$ cat config.mk
export PLATFORM = sky130hd
export DESIGN_NAME = link_watchdog
export DESIGN_NICKNAME = d
export VERILOG_FILES = /design/src/rtl/link_wd_pkg.sv /design/src/rtl/link_wd_qual.sv /design/src/rtl/link_wd_timer.sv /design/src/rtl/link_wd_mode.sv /design/src/rtl/link_watchdog.sv
export SDC_FILE = /design/constraint.sdc
export NUM_CORES = 1
export LEC_CHECK = 0
export BUFFER_PORTS_ARGS = -buffer_cell sky130_fd_sc_hd__buf_2
export CAP_MARGIN = 40
export CORE_ASPECT_RATIO = 1.1
export CORE_UTILIZATION = 27
export DETAILED_ROUTE_END_ITERATION = 16
export MAX_ROUTING_LAYER = met4
export PLACE_DENSITY = 0.54
export REMOVE_ABC_BUFFERS = 1
export SYNTH_ARGS = -nofsm -noshare
export SYNTH_HDL_FRONTEND = slang
export SYNTH_SLANG_ARGS = --single-unit
$ cat constraint.sdc
create_clock -name clk -period 3.15 [get_ports clk]
set_clock_uncertainty 0.15 [all_clocks]
set_input_delay 0.1575 -clock clk [delete_from_list [all_inputs] [get_ports clk]]
set_output_delay 0.1575 -clock clk [all_outputs]
set_load 0.01 [all_outputs]
$ cat src/rtl/link_wd_pkg.sv
package link_wd_pkg;
    localparam int CODE_W = 4;
    localparam logic [CODE_W-1:0] CODE_OFF  = '0;
    localparam logic [CODE_W-1:0] CODE_NOW  = '1;

    typedef enum logic {
        ST_NORMAL   = 1'b0,
        ST_FAILSAFE = 1'b1
    } wd_state_e;

    typedef struct packed {
        wd_state_e state;
        logic      flag;
    } mode_regs_t;
endpackage

$ cat src/rtl/link_wd_qual.sv
module link_wd_qual (
    input  logic txn_done,
    input  logic crc_ok,
    input  logic addr_hit,
    input  logic bcast,
    output logic kick
);
    always_comb begin
        kick = txn_done & crc_ok & addr_hit & ~bcast;
    end
endmodule

$ cat src/rtl/link_wd_timer.sv
module link_wd_timer
    import link_wd_pkg::*;
#(
    parameter int TICKS_PER_STEP = 4
) (
    input  logic              clk,
    input  logic              rst_n,
    input  logic              run,
    input  logic              kick,
    input  logic              clr,
    input  logic              tick,
    input  logic [CODE_W-1:0] code,
    output logic              expire
);
    localparam int MAX_LIMIT = 14 * TICKS_PER_STEP;
    localparam int CNT_W     = $clog2(MAX_LIMIT + 1);
    localparam logic [CNT_W-1:0] STEP = CNT_W'(TICKS_PER_STEP);

    typedef struct packed {
        logic [CODE_W-1:0] code;
        logic [CNT_W-1:0]  count;
    } timer_regs_t;

    timer_regs_t       r_q, r_d;
    logic [CNT_W-1:0]  limit;
    logic              scaled;
    logic              restart;

    always_comb begin
        limit   = CNT_W'(code) * STEP;
        scaled  = (code != CODE_OFF) && (code != CODE_NOW);
        restart = kick | clr | !run | (code != r_q.code);
        expire  = run && scaled && tick && !restart && (r_q.count == limit - 1'b1);

        r_d      = r_q;
        r_d.code = code;
        if (restart || expire || !scaled) begin
            r_d.count = '0;
        end else if (tick) begin
            r_d.count = r_q.count + 1'b1;
        end
    end

    always_ff @(posedge clk or negedge rst_n) begin
        if (!rst_n) begin
            r_q <= '0;
        end else begin
            r_q <= r_d;
        end
    end

    AST_NO_OVERFLOW: assert property (@(posedge clk) disable iff (!rst_n)
        (r_q.code != CODE_OFF && r_q.code != CODE_NOW) |->
            (r_q.count < CNT_W'(r_q.code) * STEP)) else $error("count past limit");

    AST_KICK_RESTART: assert property (@(posedge clk) disable iff (!rst_n)
        kick |=> (r_q.count == '0)) else $error("kick did not restart");

    AST_CODE_RESTART: assert property (@(posedge clk) disable iff (!rst_n)
        (code != r_q.code) |=> (r_q.count == '0)) else $error("code change did not restart");
endmodule

$ cat src/rtl/link_wd_mode.sv
module link_wd_mode
    import link_wd_pkg::*;
(
    input  logic              clk,
    input  logic              rst_n,
    input  logic              clr,
    input  logic              expire,
    input  logic [CODE_W-1:0] code,
    output logic              run,
    output logic              fail_safe,
    output logic              flag
);
    mode_regs_t m_q, m_d;

    always_comb begin
        m_d = m_q;
        if (clr) begin
            m_d.state = ST_NORMAL;
            m_d.flag  = 1'b0;
        end else if (m_q.state == ST_NORMAL && (expire || code == CODE_NOW)) begin
            m_d.state = ST_FAILSAFE;
            m_d.flag  = 1'b1;
        end
    end

    always_ff @(posedge clk or negedge rst_n) begin
        if (!rst_n) begin
            m_q <= '{state: ST_NORMAL, flag: 1'b0};
        end else begin
            m_q <= m_d;
        end
    end

    always_comb begin
        run       = (m_q.state == ST_NORMAL);
        fail_safe = (m_q.state == ST_FAILSAFE);
        flag      = m_q.flag;
    end

    AST_CLR_RETURNS: assert property (@(posedge clk) disable iff (!rst_n)
        clr |=> (!fail_safe && !flag)) else $error("clear ignored");

    AST_FS_STICKY: assert property (@(posedge clk) disable iff (!rst_n)
        (fail_safe && !clr) |=> (fail_safe && flag)) else $error("fail-safe left");

    AST_OFF_STAYS: assert property (@(posedge clk) disable iff (!rst_n)
        (!fail_safe && code == CODE_OFF && !clr) |=> !fail_safe) else $error("code 0 tripped");

    AST_IMMEDIATE: assert property (@(posedge clk) disable iff (!rst_n)
        (!fail_safe && code == CODE_NOW && !clr) |=> (fail_safe && flag)) else $error("code 15 late");
endmodule

$ cat src/rtl/link_watchdog.sv
module link_watchdog
    import link_wd_pkg::*;
#(
    parameter int TICKS_PER_STEP = 4
) (
    input  logic        clk,
    input  logic        rst_n,
    input  logic        txn_done,
    input  logic        txn_crc_ok,
    input  logic        txn_addr_hit,
    input  logic        txn_bcast,
    input  logic [3:0]  timeout_code,
    input  logic        clr_fs_wr,
    input  logic        tb_tick,
    output logic        fail_safe,
    output logic        fs_flag
);
    logic kick;
    logic run;
    logic expire;

    link_wd_qual u_qual (
        .txn_done (txn_done),
        .crc_ok   (txn_crc_ok),
        .addr_hit (txn_addr_hit),
        .bcast    (txn_bcast),
        .kick     (kick)
    );

    link_wd_timer #(.TICKS_PER_STEP(TICKS_PER_STEP)) u_timer (
        .clk    (clk),
        .rst_n  (rst_n),
        .run    (run),
        .kick   (kick),
        .clr    (clr_fs_wr),
        .tick   (tb_tick),
        .code   (timeout_code),
        .expire (expire)
    );

    link_wd_mode u_mode (
        .clk       (clk),
        .rst_n     (rst_n),
        .clr       (clr_fs_wr),
        .expire    (expire),
        .code      (timeout_code),
        .run       (run),
        .fail_safe (fail_safe),
        .flag      (fs_flag)
    );

    AST_RESET_NORMAL: assert property (@(posedge clk)
        $rose(rst_n) |-> (!fail_safe && !fs_flag)) else $error("reset state");
endmodule

==> impl_metrics.tcl <==
set metrics [dict create \
    final.min_clock_period_ns 2.31 \
    cts_tree "built" \
    drt_wl_total_microns 1250 \
    holdBufCountCts 5 \
    hpwl_microns 947 \
    dp_cells 99 \
    diodes 0 \
    max_freq_ghz 0.432 \
    start_kind "input port" \
    die_h_microns 53.5 \
    final_cell_mix "buf_2, dfrtp_1, xnor2_1" \
    p_per_area_nw_per_um2 348 \
    regToRegSetupSlack_ns 1.20 \
    max-cap-violations 0 \
    firstDrtPassIters 3 \
    antenna_found_initial 0 \
    post_cts_resized 0 \
    drtIter0Drc 5 \
    vias_per_cell 4.37 \
    critPathKind "input port to register" \
    worstMarginPinSlew_ns 0.385 \
    rsz0062_at_grt "false" \
    design.die.area_sq_um 2610 \
    synth_xor_xnor_area_share_pct 18.8 \
    clkSinkCount 11 \
    yosysWarningCount 0 \
    grt_pass1_vias 439 \
    drc 0 \
    gp_congestion 0.785 \
    final_nets 94 \
    start_util_pct 28.9 \
    ys_seq_area_share_pct 42.3 \
    wl_per_cell_microns 11.6 \
    final_common_cell "buf_2" \
    synth_area_leaders "dfrtp_1, xnor2_1, xor2_1, ha_1, nor3_1" \
    min-delay-start "clr_fs_wr" \
    areaGrowthSynthToFinish_pct 26.3 \
    post-route-period-util_pct 73.5 \
    hp-class "input port to register" \
    ant_nets 0 \
    cts-buffers-inserted 3 \
    irDropWorstVdd_mv 0.181 \
    hold_violations 0 \
    ys_types 22 \
    timing.critical_path.from "timeout_code[0]" \
    ctsRootBufferMaster "clkbuf_4" \
    tns_ns 0 \
    path_max_fanout 6 \
    port_buffers 13 \
    setup_viol 0 \
    routed-wl-met3_microns 57 \
    power_leakage_nw 0.352 \
    fillers 223 \
    htreeDepth 1 \
    synthAdderAreaFrac_pct 5.77 \
    post_cts_buffers 0 \
    io_pins 14 \
    maxUsedRoutingLayer "met3" \
    grt_pass1_wl_microns 1950 \
    syn_area_sq_um 651 \
    synth_top_area_cell "dfrtp_1" \
    drv_slew 0 \
    track_usage_pct 10.6 \
    relSlewSlack_pct 74.3 \
    die_w_microns 48.8 \
    fp-row-count 18 \
    via_count 472 \
    core_sq_um 2250 \
    synth_simple_gate_area_share_pct 21.9 \
    syn_avg_cell_area_sq_um 11.4 \
    ctsLongestPathBuffers 2 \
    cp-end-kind "register" \
    insertion_delay_ns 0.26 \
    layout-drive-gt1-share_pct 29.5 \
    r2r-start "u_timer.r_q[0]" \
    clk_pin_slew_worst_paths_ns 0.07 \
    synth_compound_area_share_pct 7.31 \
    overflow 0 \
    status "finished, final reports clean" \
    synth-seq-cells 11 \
    synth_top_family_by_area "simple AND/OR/NAND/NOR gates" \
    power.total_mw 0.286 \
    wl_met2_microns 531 \
    synth_cells 57 \
    final_util_pct 36.5 \
    grt_max_degree 12 \
    drt-met1-wl_microns 662 \
    critical_path_arrival_ns 2.29 \
    muxShareOfSynthArea_pct 1.54 \
    cp.required_ns 3.13 \
    synth_top_area_share_pct 42.3 \
    stdcell_count 108 \
]
## power breakdown
group          internal [mW]  switching [mW]  leakage (nW)
clock network         0.0490          0.0455        0.0150
logic                 0.0218          0.0230         0.193
registers              0.144         0.00201         0.144
## cell usage after synthesis
| library cell | number |
|---|---|
| nor2_1 | 1 |
| nand4_1 | 2 |
| dfrtp_1 | 11 |
| and4b_1 | 1 |
| a31oi_1 | 1 |
| o41ai_2 | 1 |
| buf_4 | 1 |
| or3_1 | 1 |
| ha_1 | 3 |
| or4_1 | 1 |
| o211ai_2 | 1 |
| xor2_1 | 5 |
| nor3_1 | 7 |
| mux2i_1 | 1 |
| nor4_4 | 1 |
| nor3_4 | 1 |
| and3_1 | 1 |
| a211oi_2 | 1 |
| or2_2 | 2 |
| xnor2_1 | 9 |
| inv_1 | 2 |
| nand2_1 | 3 |
## worst paths after layout
check | end | depth (start not counted)
worst max-delay path | u_timer.r_q[0] | 8
worst min-delay path | u_mode.flag | 3
worst max register to register | u_timer.r_q[0] | 5
worst min register to register | u_timer.r_q[0] | 2
max in group asynchronous | u_timer.r_q[2] | 2
min in group asynchronous | u_timer.r_q[3] | 2
## state kept, by name, indices dropped and copies added (netlist names)
signal / count
u_timer.r_q: 10
u_mode.flag: 1
## layout make-up
| type | instances | area [sq um] | share of cell area (%) |
|---|---|---|---|
| repair buffers | 18 | 115 | 14.0 |
| flip-flops and latches | 11 | 275 | 33.5 |
| multi-input cells | 43 | 360 | 43.8 |
| inverters | 2 | 7.51 | 0.913 |
| well taps | 30 | 37.5 | 4.57 |
| clock buffers | 4 | 26.3 | 3.20 |
## worst max-delay path, stage by stage
cell	delay, ns
dlygate4sd3_1	0.52
buf_2	0.17
inv_1	0.06
ha_1	0.30
xnor2_1	0.12
or4_1	0.55
nor3_4	0.32
nor3_1	0.10
## per-stage QoR
step	setup slack (ns)	hold WS (ns)	cell area, sq um
2_1_floorplan	1.35	-0.288	643
3_3_place_gp	1.12	-0.111	746
3_5_place_dp	1.08	-0.108	746
4_1_cts	0.833	0.0589	822
5_1_grt	0.720	0.0795	822
6_report	0.836	0.0719	822
## cell families after synthesis
group | Yosys count
DFF | 11
AOI/OAI and AO/OA | 4
xor gates and xnor gates | 14
adders and majority gates | 3
muxes | 1
and+or+nand+nor | 21
buffers and inverters | 3
## routing by layer
layer	GRT usage, %	up-vias
met1	13.7	213
met3	2.01	0
met4	7.35	0
met2	15.0	14
met5	-	-
li1	-	245
(Power assumes the default switching activity.)
